===== config.mk =====
export PLATFORM = sky130hd
export DESIGN_NAME = mbx_irq_ctrl
export DESIGN_NICKNAME = d
export VERILOG_FILES = /design/src/rtl/mbx_pkg.sv /design/src/rtl/mbx_decode.sv /design/src/rtl/mbx_store.sv /design/src/rtl/mbx_irq_bank.sv /design/src/rtl/mbx_irq_ctrl.sv
export SDC_FILE = /design/constraint.sdc
export NUM_CORES = 1
export LEC_CHECK = 0
export ABC_CLOCK_PERIOD_IN_PS = 2600
export CORE_MARGIN = 8
export CORE_UTILIZATION = 41
export DETAILED_ROUTE_END_ITERATION = 7
export PLACE_DENSITY = 0.67
export SLEW_MARGIN = 0
export SYNTH_ARGS = -nofsm -noshare
export SYNTH_HDL_FRONTEND = slang
export SYNTH_SLANG_ARGS = --single-unit

===== constraint.sdc =====
create_clock -name clk_i -period 2.6 [get_ports clk_i]
set_clock_uncertainty 0.05 [all_clocks]
set_input_delay 0.52 -clock clk_i [delete_from_list [all_inputs] [get_ports clk_i]]
set_output_delay 0.52 -clock clk_i [all_outputs]
set_load 0.005 [all_outputs]

===== src/rtl/mbx_pkg.sv =====
package mbx_pkg;
  typedef enum logic [2:0] {
    ACC_NONE,
    ACC_OWN,
    ACC_PEER,
    ACC_CTRL,
    ACC_RSVD
  } acc_kind_e;
endpackage


===== src/rtl/mbx_decode.sv =====
module mbx_decode
  import mbx_pkg::*;
#(
  parameter int unsigned ADDR_W = 6,
  parameter int unsigned N_MBOX = 4,
  localparam int unsigned IDX_W = $clog2(N_MBOX)
) (
  input  logic              sel_i,
  input  logic [ADDR_W-1:0] addr_i,
  output acc_kind_e         kind_o,
  output logic [IDX_W-1:0]  idx_o
);
  localparam int unsigned PG_W = ADDR_W - IDX_W;
  localparam logic [PG_W-1:0] OWN_PG  = {1'b1, {(PG_W-1){1'b0}}};
  localparam logic [PG_W-1:0] PEER_PG = OWN_PG | PG_W'(1);
  localparam logic [PG_W-1:0] CTRL_PG = OWN_PG | PG_W'(2);

  logic [PG_W-1:0] page;
  assign page  = addr_i[ADDR_W-1:IDX_W];
  assign idx_o = addr_i[IDX_W-1:0];

  always_comb begin
    if (!sel_i)                                kind_o = ACC_NONE;
    else if (page == OWN_PG)                   kind_o = ACC_OWN;
    else if (page == PEER_PG)                  kind_o = ACC_PEER;
    else if (page == CTRL_PG && idx_o == '0)   kind_o = ACC_CTRL;
    else                                       kind_o = ACC_RSVD;
  end
endmodule


===== src/rtl/mbx_store.sv =====
module mbx_store #(
  parameter int unsigned DATA_W = 16,
  parameter int unsigned N_MBOX = 4,
  localparam int unsigned IDX_W = $clog2(N_MBOX),
  localparam int unsigned BE_W  = DATA_W / 8
) (
  input  logic                           clk_i,
  input  logic                           rst_ni,
  input  logic                           we_i,
  input  logic [IDX_W-1:0]               idx_i,
  input  logic [BE_W-1:0]                be_i,
  input  logic [DATA_W-1:0]              wdata_i,
  output logic [N_MBOX-1:0][DATA_W-1:0]  mbox_o,
  output logic [N_MBOX-1:0]              hi_wr_o
);
  logic [N_MBOX-1:0][DATA_W-1:0] mbox_q;

  always_ff @(posedge clk_i or negedge rst_ni) begin
    if (!rst_ni) begin
      mbox_q <= '0;
    end else if (we_i) begin
      for (int l = 0; l < BE_W; l++) begin
        if (be_i[l]) mbox_q[idx_i][l*8 +: 8] <= wdata_i[l*8 +: 8];
      end
    end
  end

  // top lane carries the doorbell
  assign hi_wr_o = (we_i && be_i[BE_W-1]) ? (N_MBOX'(1) << idx_i) : '0;
  assign mbox_o  = mbox_q;

  assert_hold_R8: assert property (@(posedge clk_i) disable iff (!rst_ni)
    !we_i |=> $stable(mbox_q));
endmodule


===== src/rtl/mbx_irq_bank.sv =====
module mbx_irq_bank #(
  parameter int unsigned N_MBOX = 4
) (
  input  logic              clk_i,
  input  logic              rst_ni,
  input  logic [N_MBOX-1:0] set_i,
  input  logic [N_MBOX-1:0] ack_i,
  input  logic              mask_we_i,
  input  logic [N_MBOX-1:0] mask_d_i,
  output logic [N_MBOX-1:0] mask_o,
  output logic [N_MBOX-1:0] cause_o,
  output logic [N_MBOX-1:0] status_o,
  output logic              irq_no
);
  logic [N_MBOX-1:0] mask_q, cause_q, status_q;

  always_ff @(posedge clk_i or negedge rst_ni) begin
    if (!rst_ni) begin
      mask_q   <= '1;
      cause_q  <= '0;
      status_q <= '0;
    end else begin
      if (mask_we_i) mask_q <= mask_d_i;
      // raise beats acknowledge
      status_q <= (status_q & ~ack_i) | set_i;
      cause_q  <= (cause_q & ~ack_i) | (set_i & ~mask_q);
    end
  end

  assign mask_o   = mask_q;
  assign cause_o  = cause_q;
  assign status_o = status_q;
  assign irq_no   = ~|cause_q;

  for (genvar k = 0; k < N_MBOX; k++) begin : g_chk
    assert_status_set_R4: assert property (@(posedge clk_i) disable iff (!rst_ni)
      set_i[k] |=> status_q[k]);
    assert_cause_gate_R5: assert property (@(posedge clk_i) disable iff (!rst_ni)
      set_i[k] && !mask_q[k] |=> !irq_no);
    assert_masked_hold_R10: assert property (@(posedge clk_i) disable iff (!rst_ni)
      !(set_i[k] && !mask_q[k]) && !ack_i[k] |=> $stable(cause_q[k]));
    assert_ack_clear_R6: assert property (@(posedge clk_i) disable iff (!rst_ni)
      ack_i[k] && !set_i[k] |=> !status_q[k] && !cause_q[k]);
    assert_set_wins_R9: assert property (@(posedge clk_i) disable iff (!rst_ni)
      set_i[k] && ack_i[k] |=> status_q[k]);
  end
endmodule


===== src/rtl/mbx_irq_ctrl.sv =====
module mbx_irq_ctrl
  import mbx_pkg::*;
#(
  parameter int unsigned DATA_W = 16,
  parameter int unsigned N_MBOX = 4,
  parameter int unsigned ADDR_W = 6,
  localparam int unsigned BE_W  = DATA_W / 8
) (
  input  logic              clk_i,
  input  logic              rst_ni,
  input  logic              a_sel_i,
  input  logic [ADDR_W-1:0] a_addr_i,
  input  logic              a_wr_i,
  input  logic [BE_W-1:0]   a_be_i,
  input  logic [DATA_W-1:0] a_wdata_i,
  output logic [DATA_W-1:0] a_rdata_o,
  output logic              a_irq_no,
  input  logic              b_sel_i,
  input  logic [ADDR_W-1:0] b_addr_i,
  input  logic              b_wr_i,
  input  logic [BE_W-1:0]   b_be_i,
  input  logic [DATA_W-1:0] b_wdata_i,
  output logic [DATA_W-1:0] b_rdata_o,
  output logic              b_irq_no
);
  localparam int unsigned IDX_W = $clog2(N_MBOX);
  localparam int unsigned PAD_W = DATA_W - 3 * N_MBOX;

  logic                          sel   [2];
  logic                          wr    [2];
  logic [ADDR_W-1:0]             addr  [2];
  logic [BE_W-1:0]               be    [2];
  logic [DATA_W-1:0]             wdata [2];
  logic [DATA_W-1:0]             rdata [2];
  logic                          irq_n [2];
  logic [N_MBOX-1:0][DATA_W-1:0] mbox  [2];
  logic [N_MBOX-1:0]             hi_wr [2];

  assign sel[0] = a_sel_i;   assign sel[1] = b_sel_i;
  assign wr[0] = a_wr_i;     assign wr[1] = b_wr_i;
  assign addr[0] = a_addr_i; assign addr[1] = b_addr_i;
  assign be[0] = a_be_i;     assign be[1] = b_be_i;
  assign wdata[0] = a_wdata_i; assign wdata[1] = b_wdata_i;
  assign a_rdata_o = rdata[0]; assign b_rdata_o = rdata[1];
  assign a_irq_no = irq_n[0];  assign b_irq_no = irq_n[1];

  for (genvar p = 0; p < 2; p++) begin : g_side
    localparam int Q = 1 - p;
    acc_kind_e         kind;
    logic [IDX_W-1:0]  idx;
    logic              own_we, mask_we;
    logic [N_MBOX-1:0] ack, mask, cause, status;

    mbx_decode #(.ADDR_W(ADDR_W), .N_MBOX(N_MBOX)) i_dec (
      .sel_i (sel[p]),
      .addr_i(addr[p]),
      .kind_o(kind),
      .idx_o (idx)
    );

    assign own_we  = (kind == ACC_OWN) && wr[p];
    assign mask_we = (kind == ACC_CTRL) && wr[p] && be[p][0];
    assign ack     = ((kind == ACC_PEER) && !wr[p] && be[p][BE_W-1])
                     ? (N_MBOX'(1) << idx) : '0;

    mbx_store #(.DATA_W(DATA_W), .N_MBOX(N_MBOX)) i_store (
      .clk_i  (clk_i),
      .rst_ni (rst_ni),
      .we_i   (own_we),
      .idx_i  (idx),
      .be_i   (be[p]),
      .wdata_i(wdata[p]),
      .mbox_o (mbox[p]),
      .hi_wr_o(hi_wr[p])
    );

    mbx_irq_bank #(.N_MBOX(N_MBOX)) i_irq (
      .clk_i    (clk_i),
      .rst_ni   (rst_ni),
      .set_i    (hi_wr[Q]),
      .ack_i    (ack),
      .mask_we_i(mask_we),
      .mask_d_i (wdata[p][N_MBOX-1:0]),
      .mask_o   (mask),
      .cause_o  (cause),
      .status_o (status),
      .irq_no   (irq_n[p])
    );

    always_comb begin
      unique case (kind)
        ACC_OWN:  rdata[p] = mbox[p][idx];
        ACC_PEER: rdata[p] = mbox[Q][idx];
        ACC_CTRL: rdata[p] = {{PAD_W{1'b0}}, ~status, ~cause, mask};
        default:  rdata[p] = '0;
      endcase
    end

    assert_ack_keeps_data_R6: assert property (@(posedge clk_i) disable iff (!rst_ni)
      (|ack) && !wr[Q] |=> $stable(mbox[Q]));
  end
endmodule


==> results.txt <==
The worst setup path is of the input pin to primary output kind. For this design, the CTS-stage hold fixing added 0 buffers. Clock slew at the register clock pins of the worst setup and hold paths: 60 ps. Top layer used by detailed routing: met5.

The reg-to-reg critical path startpoint was g_side[0].i_irq.mask_o[2]$_DFFE_PN1P_. The run gives 24.21 mm as the sum of routed wire length over all layers. The count of pins over their slew limit is 0, and the number of cells on the worst reg-to-reg path is 2. Source of the critical timing path: b_addr_i[0]. The worst-case IR drop observed on VDD is 0.3993 mV.

The tools report the share of the yosys chip area belonging to registers as 0.4592. The run finished with clean final reports. The synthesized area is 8304 um^2, and the measured slew at the worst slew-check pin is 536.7 ps.

Based on the critical path, the design can be clocked at up to 391.2 MHz. In the final layout, flip-flops and latches occupy 3814 um^2. The number of enable flip-flop cells after synthesis came out at 0. The floorplan step defined a die boundary enclosing 25,060 um^2. The repair_antennas step left the layout with diodes totalling 0. The design draws 5.699 mW.

The largest net degree at the start of global routing was 55; the number of buffers on the longest clock path was 2. The average instance area after synthesis is 15.21 um^2, and the number of detailed-route iterations in the first pass is 4. The later pin in the worst-skew pair is clocked with a latency of 420 ps. The final clock period utilization by the worst path is 0.9832. Detailed placement finished with a half-perimeter wire length of 17.77 mm. The async set-or-reset flop fraction in the synthesized netlist came out at 1.000. Buffers inserted during clock tree synthesis total 17. For the endpoint required time on the critical path, the log shows 2030 ps.

Share of final-layout standard cells stronger than drive strength 1: 0.5458. The cell row count is 52. The endpoint of the lowest-slack register-to-register path is g_side[0].i_irq.cause_o[2]$_DFF_PN0_. The run gives 0.2026 as the total track usage. Detailed routing placed a total of 1.598 mm of wire on met3. The multi-input combinational cells in the finished layout cover a total of 4333 um^2.

The leakage power total came out at 5.097 nW. TritonCTS built the clock tree. Counting flops and latches in the post-synthesis netlist gives 152.

The H-tree was split into 4 levels. The run gives 0 as the final hold violation count. The run gives 546 as the synthesized netlist cell count. For this run, the leading register cell type out of synthesis is dfrtp_1.

The tree is rooted in a clkbuf_16. The first global-routing pass estimated 37.87 mm of wire. Slack of the worst reg-to-reg path: 1590 ps.

The run gives 0 ps as the final sum of negative setup slack. The number of different library cells in the post-synthesis netlist was 33; the total I/O pin count was 88. The tools report the starting utilization of the core area as 0.4144.

The die height was 158.3 um; the number of nets in the finished design was 783. After detailed routing, the number of vias per cell comes to 5.847. The routed length per placed instance is 23.92 um.

The count of buffers added on input and output ports is 87. In this run the worst hold path is classified as input pin to async pin. The tree built by TritonCTS fans out to 152 sinks. The count of filler cells inserted in the layout was 1,669. The minimum clock period after layout works out to 2556 ps. Yosys printed 0 warnings. The startpoint type of the worst setup path is an input pin.

Global placer's final weighted congestion: 0.9305. The core region is 20,040 um^2. Setup violations remaining at the end of the flow were counted as 0. The worst slew margin relative to its limit is 0.6422.

From left edge to right edge, the die measures 158.3 um. For the total length of routed met2 wires, the log shows 11.70 mm. The via count of the first global-routing pass was 6,462; the post-route antenna net violation count was 0. Max-cap violations in this run came to 0. STA puts the critical path data arrival time at 1990 ps. The first routing iteration left 414 violations.

The power density of the placed cells came out at 517.1 nW/um^2. The logs give 1 for the number of antenna violations at the first check in global routing and 600 for the post-synth net total. In the final routing, the length of wire on met1 measures 10.32 mm.

In the routed design, unresolved DRC markers number 0. Type of destination of the critical path: a primary output. The overall via count from detail_route is 5,917.

The total overflow left after global routing is 0. From synthesis to final layout, the design area changed by 32.71%. The most critical setup path has its endpoint at b_rdata_o[5]. The critical-path maximum fanout works out to 8.
kinds of logic after synthesis:
logic type,count (synthesis),share of synthesized area
multiplexers,200,0.3603
flip-flops,152,0.4592
AND/OR/NAND/NOR,106,0.09974
AO/OA/AOI/OAI,48,0.04822
buffers and inverters,40,0.03254
synth_stat cells, types with 5 or more instances:
library cell  count  area share
o211ai_1         16       0.014
a22o_1           16       0.017
nor3_4           10       0.020
and2_1            6      0.0045
dfstp_2           8       0.025
mux4_2           59        0.16
buf_6             6      0.0081
mux2_2          136        0.18
inv_1            10      0.0045
nand3_1          34       0.020
buf_2             9      0.0054
dfrtp_1         144        0.43
nor2b_1           8      0.0060
and3_1           10      0.0075
a221o_1           8      0.0096
mux4_1            5       0.016
clkbuf_1          8      0.0036
nand4_1          10      0.0075
a21o_1            8      0.0072
state kept, by name, summed over array words and instances (netlist names):
name / cells
g_side.i_irq.status_o: 8
g_side.i_irq.mask_o: 8
g_side.i_irq.cause_o: 8
g_side.i_store.mbox_o: 128
report_power, final:
group | internal [mW] | switching [mW]
Clock | 1.40 | 0.966
Combinational | 0.412 | 0.332
Sequential | 2.49 | 0.0913
metrics by stage:
step | utilization | cells | hold slack, ps | setup slack, ps | area [um^2]
finish | 0.5500 | 1012 | 10.25 | 43.68 | 11020
global route | 0.5500 | 1012 | 31.99 | -6.090 | 11020
CTS | 0.5473 | 1009 | 8.588 | 2.160 | 10970
detailed placement | 0.5021 | 948 | 423.9 | -559.4 | 10060
global placement | 0.5021 | 948 | 423.7 | -487.1 | 10060
floorplan | - | 546 | 174.4 | 307.7 | 8304
layout make-up:
class,count,share of cell area
multi-input combinational,354,0.3932
sequential,152,0.3460
timing repair buffer,194,0.1756
clock buffer,19,0.03928
tap,270,0.03065
clock inverter,13,0.01181
inverter,10,0.003406
per-layer routing:
| layer | up-vias | track usage |
|---|---|---|
| met1 | 3131 | 0.2624 |
| met5 | - | 0 |
| met3 | 38 | 0.05429 |
| li1 | 2545 | - |
| met4 | 2 | 0.07409 |
| met2 | 201 | 0.3218 |
cells in the final DEF (no fill, tap or decap), drive strengths merged, types with 10 or more instances in the layout:
master / instances
clkdlybuf4s50: 40
nand4: 10
nand3: 34
buf: 117
dlygate4sd2: 18
clkdlybuf4s15: 10
and3: 10
nor3: 12
clkbuf: 27
o211ai: 16
dfrtp: 144
a22o: 16
inv: 11
mux2: 136
mux4: 64
how the worst min path moves through the flow:
stage                                               start                                       end  slack, ps  cells after the start
floorplan                                          rst_ni      g_side[0].i_irq.cause_o[0]$_DFF_PN0_        170                      0
global placement    g_side[1].i_irq.status_o[3]$_DFF_PN0_     g_side[1].i_irq.status_o[3]$_DFF_PN0_        420                      1
detailed placement  g_side[0].i_irq.status_o[2]$_DFF_PN0_     g_side[0].i_irq.status_o[2]$_DFF_PN0_        420                      1
CTS                                                rst_ni   g_side[1].i_store.mbox_o[9]$_DFFE_PN0P_          9                      1
global route                                       rst_ni  g_side[1].i_store.mbox_o[22]$_DFFE_PN0P_         30                      1
finish                                             rst_ni   g_side[1].i_store.mbox_o[9]$_DFFE_PN0P_         10                      1
critical path: stages:
cell and delay, ps:
buf_12 120, buf_12 130, buf_4 140, mux4_2 530, nand3_1 100, o211ai_1 140, dlygate4sd2_1 300
repair_timing:
action                     CTS  global route
setup endpoints to repair   32            43
pin swaps                    9             8
resized for setup          114            24
cloned                       1             0
buffers inserted            28             5
Power figures use the tool's default switching activity.
